File: src/rtl/brg_pkg.sv
package brg_pkg;

    // Divider word layout: prescaler exponent above an 8-bit multiplier.
    localparam int PRE_W      = 2;
    localparam int MUL_W      = 8;
    localparam int DIV_W      = PRE_W + MUL_W;
    localparam int NUM_SRC    = 4;
    localparam int SRC_IDX_W  = $clog2(NUM_SRC);
    localparam int SRC_CODE_W = 3;
    localparam int NUM_GEN    = 2;
    localparam int GEN_A      = 0;
    localparam int GEN_B      = 1;

    // Largest ratio is 2^(1 + 2*(2^PRE_W - 1)) * 2^MUL_W; one extra bit holds it.
    localparam int RATIO_W    = 2 + 2 * ((1 << PRE_W) - 1) + MUL_W;

    localparam int REG_W      = 32;
    localparam int ADDR_W     = 2;
    localparam logic [ADDR_W-1:0] ADR_DIV_A = 2'd0;
    localparam logic [ADDR_W-1:0] ADR_DIV_B = 2'd1;
    localparam logic [ADDR_W-1:0] ADR_CTL   = 2'd2;

    localparam int CTL_EN_BIT    = 31;
    localparam int CTL_SRC_A_LSB = 20;
    localparam int CTL_SRC_B_LSB = 16;

    localparam logic [DIV_W-1:0] DIV_RST = DIV_W'(2);

    // Reference strobe positions on the source bus.
    localparam logic [SRC_IDX_W-1:0] IN_A = 2'd0;
    localparam logic [SRC_IDX_W-1:0] IN_B = 2'd1;
    localparam logic [SRC_IDX_W-1:0] IN_C = 2'd2;
    localparam logic [SRC_IDX_W-1:0] IN_I = 2'd3;

    typedef struct packed {
        logic [PRE_W-1:0] pre;
        logic [MUL_W-1:0] mul;
    } div_word_t;

    typedef struct packed {
        logic                  out_en;
        logic [SRC_CODE_W-1:0] src_a;
        logic [SRC_CODE_W-1:0] src_b;
    } ctl_t;

    typedef enum logic [SRC_CODE_W-1:0] {
        CODE_REF_A = 3'd0,
        CODE_REF_B = 3'd1,
        CODE_REF_I = 3'd2,
        CODE_REF_C = 3'd4
    } src_code_e;

    typedef struct packed {
        logic                 valid;
        logic [SRC_IDX_W-1:0] idx;
    } src_route_t;

    // Non-sequential code map; unlisted codes route nowhere.
    function automatic src_route_t src_decode(input logic [SRC_CODE_W-1:0] code);
        src_route_t r;
        r = '0;
        case (code)
            CODE_REF_A: begin r.valid = 1'b1; r.idx = IN_A; end
            CODE_REF_B: begin r.valid = 1'b1; r.idx = IN_B; end
            CODE_REF_I: begin r.valid = 1'b1; r.idx = IN_I; end
            CODE_REF_C: begin r.valid = 1'b1; r.idx = IN_C; end
            default:    r = '0;
        endcase
        return r;
    endfunction

    // Total divide: (2 << 2p) * (N + 1).
    function automatic logic [RATIO_W-1:0] div_ratio(input div_word_t w);
        logic [RATIO_W-1:0] pre_ratio;
        logic [RATIO_W-1:0] mul_ratio;
        pre_ratio = RATIO_W'(2) << {w.pre, 1'b0};
        mul_ratio = RATIO_W'(w.mul) + RATIO_W'(1);
        return pre_ratio * mul_ratio;
    endfunction

endpackage

File: src/rtl/brg_regs.sv
module brg_regs
    import brg_pkg::*;
(
    input  logic                     clk,
    input  logic                     rst,
    input  logic                     we,
    input  logic [ADDR_W-1:0]        addr,
    input  logic [REG_W-1:0]         wdata,
    output logic [REG_W-1:0]         rdata,
    output div_word_t [NUM_GEN-1:0]  div_o,
    output ctl_t                     ctl_o
);

    div_word_t [NUM_GEN-1:0] div_q;
    ctl_t                    ctl_q;

    always_ff @(posedge clk) begin
        if (rst) begin
            for (int g = 0; g < NUM_GEN; g++) begin
                div_q[g] <= div_word_t'(DIV_RST);
            end
            ctl_q <= '0;
        end else if (we) begin
            for (int g = 0; g < NUM_GEN; g++) begin
                if (addr == ADDR_W'(g)) begin
                    div_q[g] <= div_word_t'(wdata[DIV_W-1:0]);
                end
            end
            if (addr == ADR_CTL) begin
                ctl_q.out_en <= wdata[CTL_EN_BIT];
                ctl_q.src_a  <= wdata[CTL_SRC_A_LSB +: SRC_CODE_W];
                ctl_q.src_b  <= wdata[CTL_SRC_B_LSB +: SRC_CODE_W];
            end
        end
    end

    // Bits outside the stored fields are dropped on purpose.
    logic unused_wbits;
    assign unused_wbits = ^{wdata[REG_W-2:CTL_SRC_A_LSB+SRC_CODE_W],
                            wdata[CTL_SRC_A_LSB-1:CTL_SRC_B_LSB+SRC_CODE_W],
                            wdata[CTL_SRC_B_LSB-1:DIV_W]};

    always_comb begin
        rdata = '0;
        case (addr)
            ADR_DIV_A: rdata[DIV_W-1:0] = div_q[GEN_A];
            ADR_DIV_B: rdata[DIV_W-1:0] = div_q[GEN_B];
            ADR_CTL: begin
                rdata[CTL_EN_BIT]                   = ctl_q.out_en;
                rdata[CTL_SRC_A_LSB +: SRC_CODE_W]  = ctl_q.src_a;
                rdata[CTL_SRC_B_LSB +: SRC_CODE_W]  = ctl_q.src_b;
            end
            default: rdata = '0;
        endcase
    end

    assign div_o = div_q;
    assign ctl_o = ctl_q;

endmodule

File: src/rtl/brg_src_mux.sv
module brg_src_mux
    import brg_pkg::*;
(
    input  logic [NUM_SRC-1:0]    tick_i,
    input  logic [SRC_CODE_W-1:0] code_i,
    output logic                  sel_tick_o
);

    src_route_t route;

    always_comb begin
        route      = src_decode(code_i);
        sel_tick_o = route.valid & tick_i[route.idx];
    end

endmodule

File: src/rtl/brg_divider.sv
module brg_divider
    import brg_pkg::*;
(
    input  logic               clk,
    input  logic               rst,
    input  logic               tick_i,
    input  div_word_t          div_i,
    output logic               pulse_o,
    output logic               level_o,
    output logic [RATIO_W-1:0] cnt_o,
    output logic [RATIO_W-1:0] act_o
);

    localparam logic [RATIO_W-1:0] RST_RATIO = div_ratio(div_word_t'(DIV_RST));

    logic [RATIO_W-1:0] cnt_q;
    logic [RATIO_W-1:0] act_q;
    logic               pulse_q;
    logic               last_tick;

    assign last_tick = (cnt_q == act_q - RATIO_W'(1));

    always_ff @(posedge clk) begin
        if (rst) begin
            cnt_q   <= '0;
            act_q   <= RST_RATIO;
            pulse_q <= 1'b0;
        end else begin
            pulse_q <= 1'b0;
            if (tick_i) begin
                if (last_tick) begin
                    cnt_q   <= '0;
                    act_q   <= div_ratio(div_i);
                    pulse_q <= 1'b1;
                end else begin
                    cnt_q <= cnt_q + RATIO_W'(1);
                end
            end
        end
    end

    assign level_o = (cnt_q >= (act_q >> 1));
    assign pulse_o = pulse_q;
    assign cnt_o   = cnt_q;
    assign act_o   = act_q;

endmodule

File: src/rtl/brg_dual_top.sv
module brg_dual_top
    import brg_pkg::*;
(
    input  logic               clk,
    input  logic               rst,
    input  logic               reg_we,
    input  logic [ADDR_W-1:0]  reg_addr,
    input  logic [REG_W-1:0]   reg_wdata,
    output logic [REG_W-1:0]   reg_rdata,
    input  logic [NUM_SRC-1:0] src_tick,
    output logic               gen_a_pulse,
    output logic               gen_b_pulse,
    output logic               gen_a_clk,
    output logic               gen_b_clk,
    output logic               clk_out
);

    div_word_t [NUM_GEN-1:0]               div_w;
    ctl_t                                  ctl;
    logic [NUM_GEN-1:0][SRC_CODE_W-1:0]    code_v;
    logic [NUM_GEN-1:0]                    sel_tick;
    logic [NUM_GEN-1:0]                    pulse_v;
    logic [NUM_GEN-1:0]                    level_v;
    logic [NUM_GEN-1:0][RATIO_W-1:0]       cnt_v;
    logic [NUM_GEN-1:0][RATIO_W-1:0]       act_v;

    brg_regs u_regs (
        .clk   (clk),
        .rst   (rst),
        .we    (reg_we),
        .addr  (reg_addr),
        .wdata (reg_wdata),
        .rdata (reg_rdata),
        .div_o (div_w),
        .ctl_o (ctl)
    );

    assign code_v[GEN_A] = ctl.src_a;
    assign code_v[GEN_B] = ctl.src_b;

    for (genvar g = 0; g < NUM_GEN; g++) begin : g_gen
        brg_src_mux u_mux (
            .tick_i     (src_tick),
            .code_i     (code_v[g]),
            .sel_tick_o (sel_tick[g])
        );

        brg_divider u_div (
            .clk     (clk),
            .rst     (rst),
            .tick_i  (sel_tick[g]),
            .div_i   (div_w[g]),
            .pulse_o (pulse_v[g]),
            .level_o (level_v[g]),
            .cnt_o   (cnt_v[g]),
            .act_o   (act_v[g])
        );
    end

    assign gen_a_pulse = pulse_v[GEN_A];
    assign gen_b_pulse = pulse_v[GEN_B];
    assign gen_a_clk   = level_v[GEN_A];
    assign gen_b_clk   = level_v[GEN_B];
    assign clk_out     = ctl.out_en & level_v[GEN_B];

endmodule

File: config.mk
export PLATFORM = sky130hd
export DESIGN_NAME = brg_dual_top
export DESIGN_NICKNAME = d
export VERILOG_FILES = /design/src/rtl/brg_pkg.sv /design/src/rtl/brg_regs.sv /design/src/rtl/brg_src_mux.sv /design/src/rtl/brg_divider.sv /design/src/rtl/brg_dual_top.sv
export SDC_FILE = /design/constraint.sdc
export NUM_CORES = 1
export LEC_CHECK = 0
export ABC_AREA = 1
export BUFFER_PORTS_ARGS = -buffer_cell sky130_fd_sc_hd__buf_2
export CORE_UTILIZATION = 30
export CTS_CLUSTER_DIAMETER = 200
export DETAILED_ROUTE_END_ITERATION = 6
export PLACE_DENSITY_LB_ADDON = 0.08
export SLEW_MARGIN = 20
export SYNTH_ARGS = -nofsm -noshare
export SYNTH_HDL_FRONTEND = slang
export SYNTH_HIERARCHICAL = 1
export SYNTH_SLANG_ARGS = --single-unit
File: constraint.sdc
create_clock -name clk -period 6.8 [get_ports clk]
set_input_delay 1.36 -clock clk [delete_from_list [all_inputs] [get_ports clk]]
set_output_delay 1.36 -clock clk [all_outputs]
set_load 0.02 [all_outputs]
==> metrics.csv <==
stage;metric;value;unit
cts;post-CTS sizing;0;
die;Core Area;30830;sq um
timing;f_max;214.8;MHz
power;VDD IR max;126.3;uV
power;Reg power frac;43.6;%
worst_setup_path;FF-to-FF End;g_gen[0].u_div/act_o[14];
synthesis;Post-Syn Area per Cell;6.684;sq um
grt;initial antenna violation count;7;
power;Int Pwr;0.8960;mW
worst_hold_path;hold path start;g_gen[0].u_div/act_o[2];
die;Die Span Y;179.5;um
worst_hold_path;min-delay worst type;register to register;
finish;ratio of cells with drive above 1 in the final layout;10.41;%
placement;GP Congestion;0.8277;
worst_setup_path;CP Depth;20;
die;top-level port count;78;
cts;CTS Buffer Depth;2;
cts;TritonCTS Buffers;9;
finish;fin cells;1848;
power;clock power share;42.5;%
timing;RSZ-0062 raised after global routing;no;
worst_setup_path;CP Launch Type;register;
route;Vias/cell;4.537;
timing;Final Cycle Share;68.48;%
cts;Root Driver;clkbuf_16;
timing;Worst-Margin Slew;0.8678;ns
timing;min Tclk post-route;4.657;ns
synthesis;yosys warns;6;
worst_setup_path;worst-path maximum fanout;8;
power;Combinational Power Share;14.0;%
worst_setup_path;worst r2r path cells;20;
worst_setup_path;crit path cell chain;ha_1, nand3_1, inv_1, nand3_1, xor2_1, nor2_1, ha_1, ha_1, fa_1, inv_1, fa_1, inv_1, ha_1, nand2_1, o21ai_0, nand4_1, nand3_1, xor2_1, nand4_1, nand2_1;
timing;max-slew violation count;0;
grt;pin count of the biggest net entering global routing;31;
die;Die Area;32220;sq um
worst_setup_path;worst endpoint data arrival time;4.96;ns
route;iteration-0 DRC count of the detailed router;406;
worst_hold_path;Hold EP;g_gen[0].u_div/act_o[2];
die;Rows;64;
timing;Fin Setup TNS;0;ns
grt;vias in the first global route;8120;
grt;grt total ovfl;0;
worst_setup_path;R2R Setup Slk;2.14;ns
worst_setup_path;Worst Setup SP;u_regs/div_o[0];
worst_setup_path;Slowest cell on crit path;fa_1;
timing;Slew headroom;42.08;%
grt;global-route wire length before repair;40510;um
cts;# Post-CTS Setup Buffers;0;
route;# DRC;8;
cts;hold_buf cts;0;
placement;placed insts;1830;
die;DIE WIDTH;179.5;um
synthesis;synthesized area;9452;sq um
timing;final setup violating endpoints;0;
route;final WL;23910;um
power;Power Density;125.5;nW/um^2
cts;# H-tree levels;3;
timing;Final Hold Viols;0;
finish;commonest non-fill, non-tap cell in the layout;nand2_1;
worst_setup_path;worst path required time;7.10;ns
outcome;violated checks;DRC;
finish;# fillers;3429;
route;vias;8384;
grt;total track usage;15.39;%
power;switching share of power;30.48;%
worst_setup_path;worst path bufs/invs;3;
finish;most frequent cells in the layout;300 x nand2_1, 219 x nor2_1, 205 x inv_1;
job;Max Cap Violations;0;
finish;Area Growth Syn to Fin;8.644;%
worst_setup_path;Worst R2R Start;u_regs/div_o[0];
die;initial core utilization;30.66;%
timing;Max Clock Skew;0.01436;ns
cts;CTS clk-pin slew, worst paths;0.08;ns
worst_setup_path;crit end category;register;
power;Leak;5.395;nW
worst_setup_path;cell family with the largest share of critical-path delay;adder cells;
finish;Layout Nets;1624;
power;NetSw;0.3928;mW
worst_setup_path;Crit Path Class;register to register;
worst_setup_path;max incr delay on CP;0.54;ns
cts;CTS Sinks;91;
cts;CTS tree;done;
timing;WHS;0.4981;ns
route;Post-DRT Antenna Nets;0;
worst_hold_path;Hold Path Stages;2;
placement;input/output buffers;47;
outcome;outcome;finished with violations;
route;DRT Pass-1 Iters;7;
cts;clock insertion delay at the later pin of the skew report;0.36;ns
route;WL/cell;12.94;um
synthesis;Syn Inst Count;1414;
placement;detailed placement HPWL;19730;um
worst_setup_path;Worst path most repeated cell;ha_1;
-- state kept, by name, summed over array words and instances, names as in the netlist --
| name | flops |
|---|---|
| g_gen.u_div/cnt_o | 32 |
| g_gen.u_div/act_o | 30 |
| u_regs/div_o | 20 |
| u_regs/ctl_o | 7 |
| g_gen.u_div/pulse_o | 2 |
-- per-stage QoR --
stage / area (sq um) / utilization [%] / worst slack [ns] / total power, mW
after floorplan: 9504 / - / 2.642 / 0.7108
after global placement: 9946 / 32.26 / 2.181 / 0.7558
after detailed placement: 9946 / 32.26 / 2.127 / 0.7555
after CTS: 10260 / 33.29 / 2.076 / 1.317
after global routing: 10260 / 33.29 / 1.658 / 1.371
final: 10270 / 33.31 / 2.143 / 1.289
-- worst register-to-register path, cell delays in order, from the launching register on --
cell and delay [ns]:
dfxtp_1 0.49, ha_1 0.24, nand3_1 0.13, inv_1 0.10, nand3_1 0.08, xor2_1 0.30
nor2_1 0.08, ha_1 0.31, ha_1 0.30, fa_1 0.54, inv_1 0.06, fa_1 0.53
inv_1 0.04, ha_1 0.34, nand2_1 0.06, o21ai_0 0.37, nand4_1 0.13, nand3_1 0.11
xor2_1 0.16, nand4_1 0.11, nand2_1 0.10
-- worst max path at each step --
stage | end | slack (ns)
5_1_grt | g_gen[0].u_div/act_o[14] | 1.66
6_report | g_gen[0].u_div/act_o[14] | 2.14
3_3_place_gp | g_gen[0].u_div/act_o[14] | 2.18
4_1_cts | g_gen[0].u_div/act_o[14] | 2.08
3_5_place_dp | g_gen[0].u_div/act_o[14] | 2.13
2_1_floorplan | g_gen[1].u_div/act_o[14] | 2.64
-- per-layer routing --
layer | vias to the layer above | global-route usage (%) | wire, um
met5 | - | 0 | 63
met4 | 10 | 3.828 | 292
met2 | 93 | 23.83 | 9838
met1 | 3727 | 21.52 | 12760
li1 | 4528 | - | -
met3 | 26 | 3.404 | 952
-- power by group through the flow --
stage	Sequential (mW)	Clock, mW	Combinational, mW
after floorplan	0.569	0	0.141
after global placement	0.574	0	0.182
after detailed placement	0.574	0	0.181
after CTS	0.562	0.572	0.183
after global routing	0.564	0.599	0.208
final	0.561	0.548	0.180
-- final cells by class --
type,instances,area [sq um],area share (%)
clock buffer,9,225.2,2.193
timing repair buffer,50,257.7,2.510
sequential,91,1822,17.74
multi-input combinational,1076,6555,63.84
antenna,2,5.005,0.04874
inverter,217,815.8,7.944
tap,396,495.5,4.825
clock inverter,7,92.59,0.9017
No activity file was read; power rests on OpenSTA's default activity.
